[src/rtl/chunk_fwd_sched.sv]
module chunk_fwd_sched #(
  parameter int K  = 4,
  parameter int D  = 4,
  parameter int RW = 6,
  parameter int MW = 8,
  localparam int AW = (D > 1) ? $clog2(D) : 1,
  localparam int CW = $clog2(D + 1)
) (
  input  logic          clk,
  input  logic          rst_n,
  input  logic          in_valid,
  output logic          in_ready,
  input  logic [RW-1:0] in_root,
  input  logic [MW-1:0] in_msg,
  input  logic          in_eom,
  input  logic [K-1:0]  in_kids,
  input  logic          snd_valid,
  output logic          snd_ready,
  input  logic [RW-1:0] snd_root,
  input  logic [MW-1:0] snd_msg,
  input  logic [K-1:0]  snd_kids,
  output logic          mv_valid,
  output logic [1:0]    mv_op,
  output logic [AW-1:0] mv_slot,
  input  logic          mv_done,
  output logic          par_ack,
  output logic          ntf_valid,
  output logic [K-1:0]  ntf_kids,
  output logic [RW-1:0] ntf_root,
  output logic [MW-1:0] ntf_msg,
  input  logic [K-1:0]  kid_ack,
  output logic          fwd_done,
  output logic          msg_done,
  output logic [RW-1:0] done_root,
  output logic [MW-1:0] done_msg,
  output logic          buf_busy,
  output logic          q_full
);

  typedef enum logic [2:0] {M_IDLE, M_RXB, M_RXS, M_DRN, M_LOC} mst_t;

  localparam logic [1:0] OP_RXB = 2'd0;
  localparam logic [1:0] OP_RXS = 2'd1;
  localparam logic [1:0] OP_DRN = 2'd2;
  localparam logic [1:0] OP_LOC = 2'd3;

  mst_t          mst;
  logic          waiting;
  logic [K-1:0]  ack_q, cur_kids;
  logic [RW-1:0] c_root;
  logic [MW-1:0] c_msg;
  logic          c_eom;
  logic [K-1:0]  c_kids;

  logic [RW-1:0] q_root [D];
  logic [MW-1:0] q_msg  [D];
  logic [K-1:0]  q_kids [D];
  logic [AW-1:0] wptr, rptr;
  logic [CW-1:0] q_cnt;

  logic idle, q_empty, buf_path, go_drain, take_in, take_snd, all_acked;
  logic push, pop;

  assign idle      = (mst == M_IDLE);
  assign q_empty   = (q_cnt == '0);
  assign q_full    = (q_cnt == CW'(D));
  assign buf_path  = !buf_busy && q_empty;
  assign go_drain  = idle && !buf_busy && !q_empty;
  assign in_ready  = idle && !go_drain && (buf_path || !q_full);
  assign snd_ready = idle && buf_path && !in_valid;
  assign take_in   = in_valid && in_ready;
  assign take_snd  = snd_valid && snd_ready;
  assign all_acked = waiting && ((ack_q & cur_kids) == cur_kids);
  assign mv_valid  = !idle;
  assign push      = (mst == M_RXS) && mv_done && (|c_kids);
  assign pop       = (mst == M_DRN) && mv_done;

  always_ff @(posedge clk) begin
    if (push) begin
      q_root[wptr] <= c_root;
      q_msg[wptr]  <= c_msg;
      q_kids[wptr] <= c_kids;
    end
  end

  always_ff @(posedge clk) begin
    if (!rst_n) begin
      wptr  <= '0;
      rptr  <= '0;
      q_cnt <= '0;
    end else begin
      if (push) begin
        wptr  <= (wptr == AW'(D - 1)) ? '0 : wptr + 1'b1;
        q_cnt <= q_cnt + 1'b1;
      end
      if (pop) begin
        rptr  <= (rptr == AW'(D - 1)) ? '0 : rptr + 1'b1;
        q_cnt <= q_cnt - 1'b1;
      end
    end
  end

  always_ff @(posedge clk) begin
    if (!rst_n) begin
      mst       <= M_IDLE;
      buf_busy  <= 1'b0;
      waiting   <= 1'b0;
      ack_q     <= '0;
      cur_kids  <= '0;
      c_root    <= '0;
      c_msg     <= '0;
      c_eom     <= 1'b0;
      c_kids    <= '0;
      mv_op     <= OP_RXB;
      mv_slot   <= '0;
      par_ack   <= 1'b0;
      ntf_valid <= 1'b0;
      ntf_kids  <= '0;
      ntf_root  <= '0;
      ntf_msg   <= '0;
      fwd_done  <= 1'b0;
      msg_done  <= 1'b0;
      done_root <= '0;
      done_msg  <= '0;
    end else begin
      par_ack   <= 1'b0;
      ntf_valid <= 1'b0;
      fwd_done  <= 1'b0;
      msg_done  <= 1'b0;

      if (waiting) ack_q <= ack_q | kid_ack;
      if (all_acked) begin
        waiting  <= 1'b0;
        buf_busy <= 1'b0;
        ack_q    <= '0;
        fwd_done <= 1'b1;
      end

      if (idle) begin
        if (go_drain) begin
          mst      <= M_DRN;
          buf_busy <= 1'b1;
          mv_op    <= OP_DRN;
          mv_slot  <= rptr;
          c_root   <= q_root[rptr];
          c_msg    <= q_msg[rptr];
          c_kids   <= q_kids[rptr];
          c_eom    <= 1'b0;
        end else if (take_in) begin
          c_root  <= in_root;
          c_msg   <= in_msg;
          c_eom   <= in_eom;
          c_kids  <= in_kids;
          mv_slot <= wptr;
          if (buf_path) begin
            mst      <= M_RXB;
            buf_busy <= 1'b1;
            mv_op    <= OP_RXB;
          end else begin
            mst   <= M_RXS;
            mv_op <= OP_RXS;
          end
        end else if (take_snd) begin
          mst      <= M_LOC;
          buf_busy <= 1'b1;
          mv_op    <= OP_LOC;
          c_root   <= snd_root;
          c_msg    <= snd_msg;
          c_kids   <= snd_kids;
          c_eom    <= 1'b0;
        end
      end else if (mv_done) begin
        mst <= M_IDLE;
        if (mst == M_RXB || mst == M_RXS) begin
          par_ack <= 1'b1;
          if (c_eom) begin
            msg_done  <= 1'b1;
            done_root <= c_root;
            done_msg  <= c_msg;
          end
        end
        if (mst != M_RXS) begin
          if (|c_kids) begin
            ntf_valid <= 1'b1;
            ntf_kids  <= c_kids;
            ntf_root  <= c_root;
            ntf_msg   <= c_msg;
            waiting   <= 1'b1;
            cur_kids  <= c_kids;
          end else begin
            buf_busy <= 1'b0;
          end
        end
      end
    end
  end

endmodule

[config.mk]
export PLATFORM = sky130hd
export DESIGN_NAME = chunk_fwd_sched
export DESIGN_NICKNAME = d
export VERILOG_FILES = /design/src/rtl/chunk_fwd_sched.sv
export SDC_FILE = /design/constraint.sdc
export NUM_CORES = 1
export LEC_CHECK = 0
export BUFFER_PORTS_ARGS = -buffer_cell sky130_fd_sc_hd__buf_2
export CAP_MARGIN = 20
export CORE_MARGIN = 5
export CORE_UTILIZATION = 50
export DETAILED_ROUTE_END_ITERATION = 8
export HOLD_SLACK_MARGIN = 0.08
export PLACE_DENSITY = 0.72
export SLEW_MARGIN = 25
export SYNTH_ARGS = -nofsm -noshare
export SYNTH_HDL_FRONTEND = slang
export SYNTH_SLANG_ARGS = --single-unit
[constraint.sdc]
create_clock -name clk -period 4.6 [get_ports clk]
set_input_delay 0.23 -clock clk [delete_from_list [all_inputs] [get_ports clk]]
set_output_delay 0.23 -clock clk [all_outputs]
set_load 0.03 [all_outputs]
==> results of run 1 <==
## area by class of cell
| class | count | area (um^2) | area share (%) |
|---|---|---|---|
| Sequential cell | 149 | 3700 | 51.8 |
| Multi-Input combinational cell | 277 | 2100 | 29.3 |
| Timing Repair Buffer | 98 | 520 | 7.28 |
| Clock buffer | 17 | 425 | 5.95 |
| Tap cell | 147 | 184 | 2.57 |
| Clock inverter | 15 | 181 | 2.54 |
| Inverter | 11 | 41.3 | 0.577 |
## what timing repair did
action,4_1_cts,5_1_grt
endpoints found under the setup margin,0,0
setup buffers,0,0
hold buffers,4,0
hold endpoints to repair,4,0
## worst paths after layout
kind	start	end	cells past startpoint
max	mst[2]$_SDFFE_PN0P_	c_msg[2]$_SDFFE_PN0P_	5
min	snd_valid	mst[2]$_SDFFE_PN0P_	3
max reg2reg	mst[2]$_SDFFE_PN0P_	c_msg[2]$_SDFFE_PN0P_	5
min reg2reg	ntf_msg[7]$_SDFFE_PN0P_	ntf_msg[7]$_SDFFE_PN0P_	2
## worst register-to-register path, stage by stage (launching register included)
cell     delay (ns)
dfxtp_1        0.38
nor3_2         0.37
inv_2          0.24
a21oi_2        0.69
and2_1         0.72
o221a_1        0.30
## sequential cells by signal, summed over array words and instances, names as in the netlist, 2 cells and up, named ones only
register,count
q_root,24
ntf_msg,8
c_msg,8
done_root,6
rptr,2
q_msg,32
ntf_root,6
cur_kids,4
c_kids,4
wptr,2
mst,3
q_kids,16
mv_slot,2
c_root,6
mv_op,2
q_cnt,3
ack_q,4
done_msg,8
## cell usage in the layout (no fill, tap or decap), drive strengths merged, types with 4 or more instances in the layout
master       synthesis  final
clkbuf              15     17
nor2b                4      4
buf                 17     94
nand2               42     42
a22o                17     17
a21oi               40     40
clkinvlp             0      5
edfxtp              72     72
and3                 6      6
inv                 11     13
mux2i               16     16
clkinv               0      5
mux4                18     18
nor2                27     27
o21ai               25     25
nand3               19     19
nand2b               7      7
ha                   5      5
and2                 5      5
o221a               17     17
dfxtp               77     77
dlygate4sd3          0      4
## power by group through the flow
stage                     Combinational, mW  Sequential, mW  Clock [mW]
after floorplan                       0.682            1.88           0
after global placement                0.923            1.87           0
after detailed placement              0.960            1.88           0
after CTS                             0.965            1.86        1.41
after global routing                   1.06            1.89        1.48
final                                 0.967            1.86        1.39
## metrics by stage
| stage | total power, mW | setup slack [ns] | cells | util, % | cell area [um^2] |
|---|---|---|---|---|---|
| floorplan | 2.56 | 2.72 | 469 | - | 5990 |
| global placement | 2.79 | 1.95 | 678 | 54.7 | 6490 |
| detailed placement | 2.84 | 1.66 | 678 | 54.7 | 6490 |
| CTS | 4.24 | 1.68 | 714 | 60.2 | 7140 |
| global route | 4.42 | 1.61 | 714 | 60.3 | 7150 |
| finish | 4.22 | 1.85 | 714 | 60.3 | 7150 |
## synth_stat cells (all sizes together), types with 2 or more instances
master  instances  area share (%)
edfxtp         72              36
nand2          42             2.6
nor4            3            0.63
o221a          17             3.2
a22o           17             2.5
nor2           27             1.7
a21oi          40             3.5
a21boi          2            0.25
dfxtp          77              26
mux2i          16             2.7
clkbuf         15            0.94
mux4           18             6.8
xnor2           2            0.29
or3             2            0.29
nand3          19             1.6
nor3            3            0.33
and2            5            0.56
ha              5             1.0
a211oi          3            0.38
nand2b          7            0.73
nor2b           4            0.42
buf            17             2.0
inv            11            0.69
and3            6            0.63
o21ai          25             2.1
## metal layers
| metal | vias to the layer above | global-route usage [%] |
|---|---|---|
| li1 | 1925 | - |
| met1 | 1957 | 26.3 |
| met2 | 150 | 35.3 |
| met3 | 34 | 7.31 |
| met4 | 2 | 10.6 |
| met5 | - | 0 |
## cells by family after synthesis
group                      share of synthesized area (%)
DFF                                                 61.8
and+or+nand+nor                                     10.4
AOI/OAI and AO/OA                                   12.9
buffers and inverters                               3.59
muxes                                               9.44
adders and majority gates                           1.38
xor gates and xnor gates                           0.439
==> summary.txt, run 1 <==
Outcome
  – Status: complete, no violations

Setup path
  – Worst setup SP type: flop
  – Flop-to-flop setup slack: 1.85 ns
  – CP Capture Type: flop
  – Worst path required time: 4.96 ns
  – Critical path buffers and inverters: 1
  – Worst Path Arrival: 3.11 ns
  – Setup CP Type: reg2reg
  – CP cell instances: nor3_2 > inv_2 > a21oi_2 > and2_1 > o221a_1
  – CP delay by family, top: simple AND/OR/NAND/NOR gates
  – CP max stage cell: and2_1
  – Critical Path Fanout Max: 23
  – Crit-path max cell delay: 0.72 ns

STA
  – Fin Hold WS: 0.132 ns
  – Slew @ Worst Pin: 1.01 ns
  – Fin crit share: 59.9%
  – Max_slew headroom: 32.6%
  – Setup_tns: 0 ns
  – Skew final: 0.00684 ns
  – RSZ-0062 raised after global routing: false
  – Slew Limit Fails: 0
  – Minimum clock period: 2.75 ns
  – Final hold viol count: 0
  – Maximum clock frequency: 363 MHz
  – Finish-stage setup viols: 0

Floorplan
  – Initial core utilization: 50.5%
  – Die width: 119 um
  – CORE AREA: 11900 um^2
  – Vert. Die Dim: 119 um
  – Rows: 40
  – I/O pin cnt: 91
  – DIE AREA: 14300 um^2

Drt
  – Remaining antenna violation count: 0
  – DRC: 0
  – DR iter-0 viols: 227
  – DR pass1 iterations: 4
  – Vias per cell: 5.70
  – M1 WL: 5650 um
  – Final wirelength: 14800 um
  – Top Metal Used: met5
  – DR WL met2: 7430 um
  – Drt wl/cell: 20.7 um
  – Met3 wire len: 1200 um
  – Vias: 4068

Logic synthesis
  – Asr flop ratio synth: 0%
  – Primary FF master, synth: dfxtp_1
  – FF+latch count, synth: 149
  – Post-synthesis cell type count: 47
  – Avg Inst Size Synth: 12.8 um^2
  – Yosys warns: 0
  – Post-Syn Instances: 469
  – Mapped Nets: 521
  – Sequential fraction of the synthesis area: 61.8%
  – Post-synth EDFFs: 72
  – Syn Std Cell Area: 5990 um^2

Power
  – Worst vdd ir: 0.335 mV
  – Leak: 2.79 nW
  – Power Density: 590 nW/um^2
  – Register share of total power: 44.1%
  – Clk pwr share: 33.0%
  – Net Sw Frac: 32.6%
  – Comb pwr share: 22.9%
  – Internal power: 2.84 mW
  – P_sw: 1.37 mW

Global routing
  – Vias in the first global route: 4278
  – First-pass GRT wire length: 23300 um
  – Congestion Overflow GR: 0
  – Initial antenna violation count: 1
  – Total GRT Usage: 21.8%
  – Largest net degree at the start of global routing: 32

Layout
  – Layout cells sized above 1: 28.4%
  – Diode count: 0
  – Fillers: 960
  – Area grow syn2layout: 19.5%
  – Final nets: 606

Place
  – HPWL after detailed placement: 9860 um
  – GPL Wtd Cong: 0.848
  – PortBufs: 90

Clock network
  – Worst skew pair latency: 0.42 ns
  – Post-CTS sizing: 0
  – Clock transition at path regs: 0.06 ns
  – Clock buffer depth: 2
  – CTS Buf Count: 17
  – CTS sink cnt: 149
  – Max H-tree Level: 4
  – CTS root buffer: clkbuf_16
  – CTS tree: built

Flow run
  – Max-Cap Viols: 0

Worst hold path
  – Hold Crit Class: in2reg
Power figures use the tool's default switching activity.
==> run 2: changes to the inputs <==
--- a/config.mk
+++ b/config.mk
@@ -11,7 +11,7 @@
 export CORE_UTILIZATION = 50
 export DETAILED_ROUTE_END_ITERATION = 8
 export HOLD_SLACK_MARGIN = 0.08
-export PLACE_DENSITY = 0.72
+export PLACE_DENSITY = 0.74
 export SLEW_MARGIN = 25
 export SYNTH_ARGS = -nofsm -noshare
 export SYNTH_HDL_FRONTEND = slang
==> constraint.sdc (replaced) <==
create_clock -name clk -period 2.5 [get_ports clk]
set_input_delay 0.125 -clock clk [delete_from_list [all_inputs] [get_ports clk]]
set_output_delay 0.125 -clock clk [all_outputs]
set_load 0.03 [all_outputs]
==> summary.txt, run 2 (same netlist as run 1, synthesis figures left out) <==
Outcome
  – Status: complete, no violations

Floorplan
  – CORE AREA: 11900 um^2 (unchanged)
  – Rows: 40 (unchanged)
  – Die width: 119 um (unchanged)
  – I/O pin cnt: 91 (unchanged)
  – Vert. Die Dim: 119 um (unchanged)
  – Initial core utilization: 50.5% (unchanged)
  – DIE AREA: 14300 um^2 (unchanged)

Drt
  – Remaining antenna violation count: 0 (unchanged)
  – Final wirelength: 15100 um (+2.4%)
  – DR pass1 iterations: 7 (+3)
  – DR iter-0 viols: 330 (+45%)
  – Vias per cell: 5.80 (+1.7%)
  – Drt wl/cell: 20.6 um (-0.36%)
  – Vias: 4255 (+4.6%)
  – DRC: 0 (unchanged)

Layout
  – Layout cells sized above 1: 28.4% (+0.055 points)
  – Post-layout util: 62.2% (+1.9 points)
  – Final nets: 626 (+3.3%)
  – Area grow syn2layout: 23.2%
  – Most frequent cells in the layout: buf_2, dfxtp_1, edfxtp_1
  – Diode count: 0 (unchanged)
  – Number of flip-flops in the largest register: 32 (unchanged)
  – Post-route insts no fill: 734 (+2.8%)
  – Most common cell after layout, fill and taps aside: buf_2
  – Fillers: 880 (-8.3%)
  – Biggest register: q_msg
  – Biggest regs: q_msg: 32 flops, q_root: 24 flops, q_kids: 16 flops

Setup path
  – Reg-to-reg endpoint: ntf_msg[2]$_SDFFE_PN0P_
  – Worst path required time: 2.85 ns (-2.11 ns)
  – CP delay by family, top: simple AND/OR/NAND/NOR gates
  – Worst Reg-to-Reg Cells: 5 (unchanged)
  – Crit-path max cell delay: 0.89 ns (+0.17 ns)
  – Reg-to-Reg Start: c_kids[3]$_SDFFE_PN0P_
  – CP cell instances: or4_1 > nor2b_1 > buf_4 > nand2_1 > a21oi_1
  – Worst setup SP type: flop
  – Critical path buffers and inverters: 1 (unchanged)
  – Crit path capture: ntf_msg[2]$_SDFFE_PN0P_
  – CP Capture Type: flop
  – Worst path depth: 5 (unchanged)
  – Worst Path Arrival: 2.65 ns (-0.46 ns)
  – Crit path from: c_kids[3]$_SDFFE_PN0P_
  – Flop-to-flop setup slack: 0.19 ns (-1.65 ns)
  – Setup CP Type: reg2reg
  – CP max stage cell: nor2b_1
  – Critical Path Fanout Max: 12 (-48%)

Clock network
  – Max H-tree Level: 4 (unchanged)
  – Clock transition at path regs: 0.06 ns (about the same)
  – Worst skew pair latency: 0.42 ns (about the same)
  – CTS sink cnt: 149 (unchanged)
  – Clock buffer depth: 2 (unchanged)
  – CTS tree: built
  – Post-CTS sizing: 0 (unchanged)
  – CTS root buffer: clkbuf_16
  – CTS Buf Count: 17 (unchanged)

STA
  – Minimum clock period: 2.31 ns (-0.446 ns)
  – RSZ-0062 raised after global routing: false
  – Slew @ Worst Pin: 1.06 ns (+0.0514 ns)
  – Setup_tns: 0 ns (unchanged)
  – Final WS setup: 0.193 ns (-1.65 ns)
  – Final hold viol count: 0 (unchanged)
  – Slew Limit Fails: 0 (unchanged)
  – Skew final: 0.00666 ns (-0.000175 ns)
  – Maximum clock frequency: 433 MHz (+19%)
  – Finish-stage setup viols: 0 (unchanged)
  – Fin crit share: 92.3% (+32 points)
  – Max_slew headroom: 29.1% (-3.6 points)
  – Fin Hold WS: 0.0957 ns (-0.0364 ns)

Place
  – HPWL after detailed placement: 9810 um (-0.56%)
  – Placed cell count: 691 (+1.9%)
  – PortBufs: 90 (unchanged)
  – GPL Wtd Cong: 0.820 (-3.4%)
  – Dpl ws: 0.247 ns (-1.41 ns)

Global routing
  – Total GRT Usage: 21.9% (+0.053 points)
  – Initial antenna violation count: 0 (-1)
  – Congestion Overflow GR: 0 (unchanged)
  – Vias in the first global route: 4285 (+0.16%)
  – First-pass GRT wire length: 23600 um (+0.98%)
  – Largest net degree at the start of global routing: 38 (+19%)

Power
  – Worst vdd ir: 0.660 mV (+97%)
  – Power Density: 1120 nW/um^2 (+90%)
  – Leak: 2.91 nW (+4.6%)

Worst hold path
  – Hold Crit Class: in2reg
  – Hold path depth: 3 (unchanged)

Flow run
  – Max-Cap Viols: 0 (unchanged)
-- run 2: repair_timing --
action	CTS	global route
setup buffers	0	0
endpoints found under the hold margin	11	0
hold buffers	11	0
-- run 2: per-layer routing --
layer / part of all wire, % / GRT usage (%)
met5: 0 / 0
met2: 49 / 34.8
met1: 41 / 28.6
met3: 7.7 / 5.51
met4: 2.3 / 9.16
-- run 2: power breakdown --
part / internal [mW] / leakage, nW / switching, mW
Sequential: 3.02 / 1.29 / 0.399
Combinational: 0.736 / 1.31 / 1.22
Clock: 1.90 / 0.313 / 0.985
Total: 5.66 / 2.91 / 2.60
-- run 2: cell type report --
cell class,instances,area (um^2),share of cell area (%)
flip-flops and latches,149,3700,50.2
multi-input cells,277,2070,28.1
repair buffers,118,701,9.50
clock buffers,20,447,6.06
clock inverters,12,228,3.09
well taps,147,184,2.49
inverters,11,41.3,0.560
-- run 2: how the worst min path moves through the flow --
stage,to,slack (ns),from
floorplan,mst[2]$_SDFFE_PN0P_,0.26,snd_valid
global placement,ack_q[2]$_SDFFE_PP0P_,0.36,kid_ack[2]
detailed placement,ack_q[3]$_SDFFE_PP0P_,0.36,kid_ack[3]
CTS,c_msg[5]$_SDFFE_PN0P_,0.08,in_msg[5]
global route,c_kids[2]$_SDFFE_PN0P_,0.11,in_kids[2]
finish,c_msg[5]$_SDFFE_PN0P_,0.1,in_msg[5]
-- run 2: metrics by stage --
step,power [mW],cell area [um^2]
2_1_floorplan,4.71,5990
3_3_place_gp,5.30,6590
3_5_place_dp,5.38,6590
4_1_cts,8.27,7370
5_1_grt,8.60,7370
6_report,8.26,7370
-- run 2: worst register-to-register path: cells and delay by family, from the launching register on --
family	cells	cell delay, ns
buffers and inverters	1	0.31
and+or+nand+nor	3	1.33
DFF	1	0.44
AOI/OAI and AO/OA	1	0.14
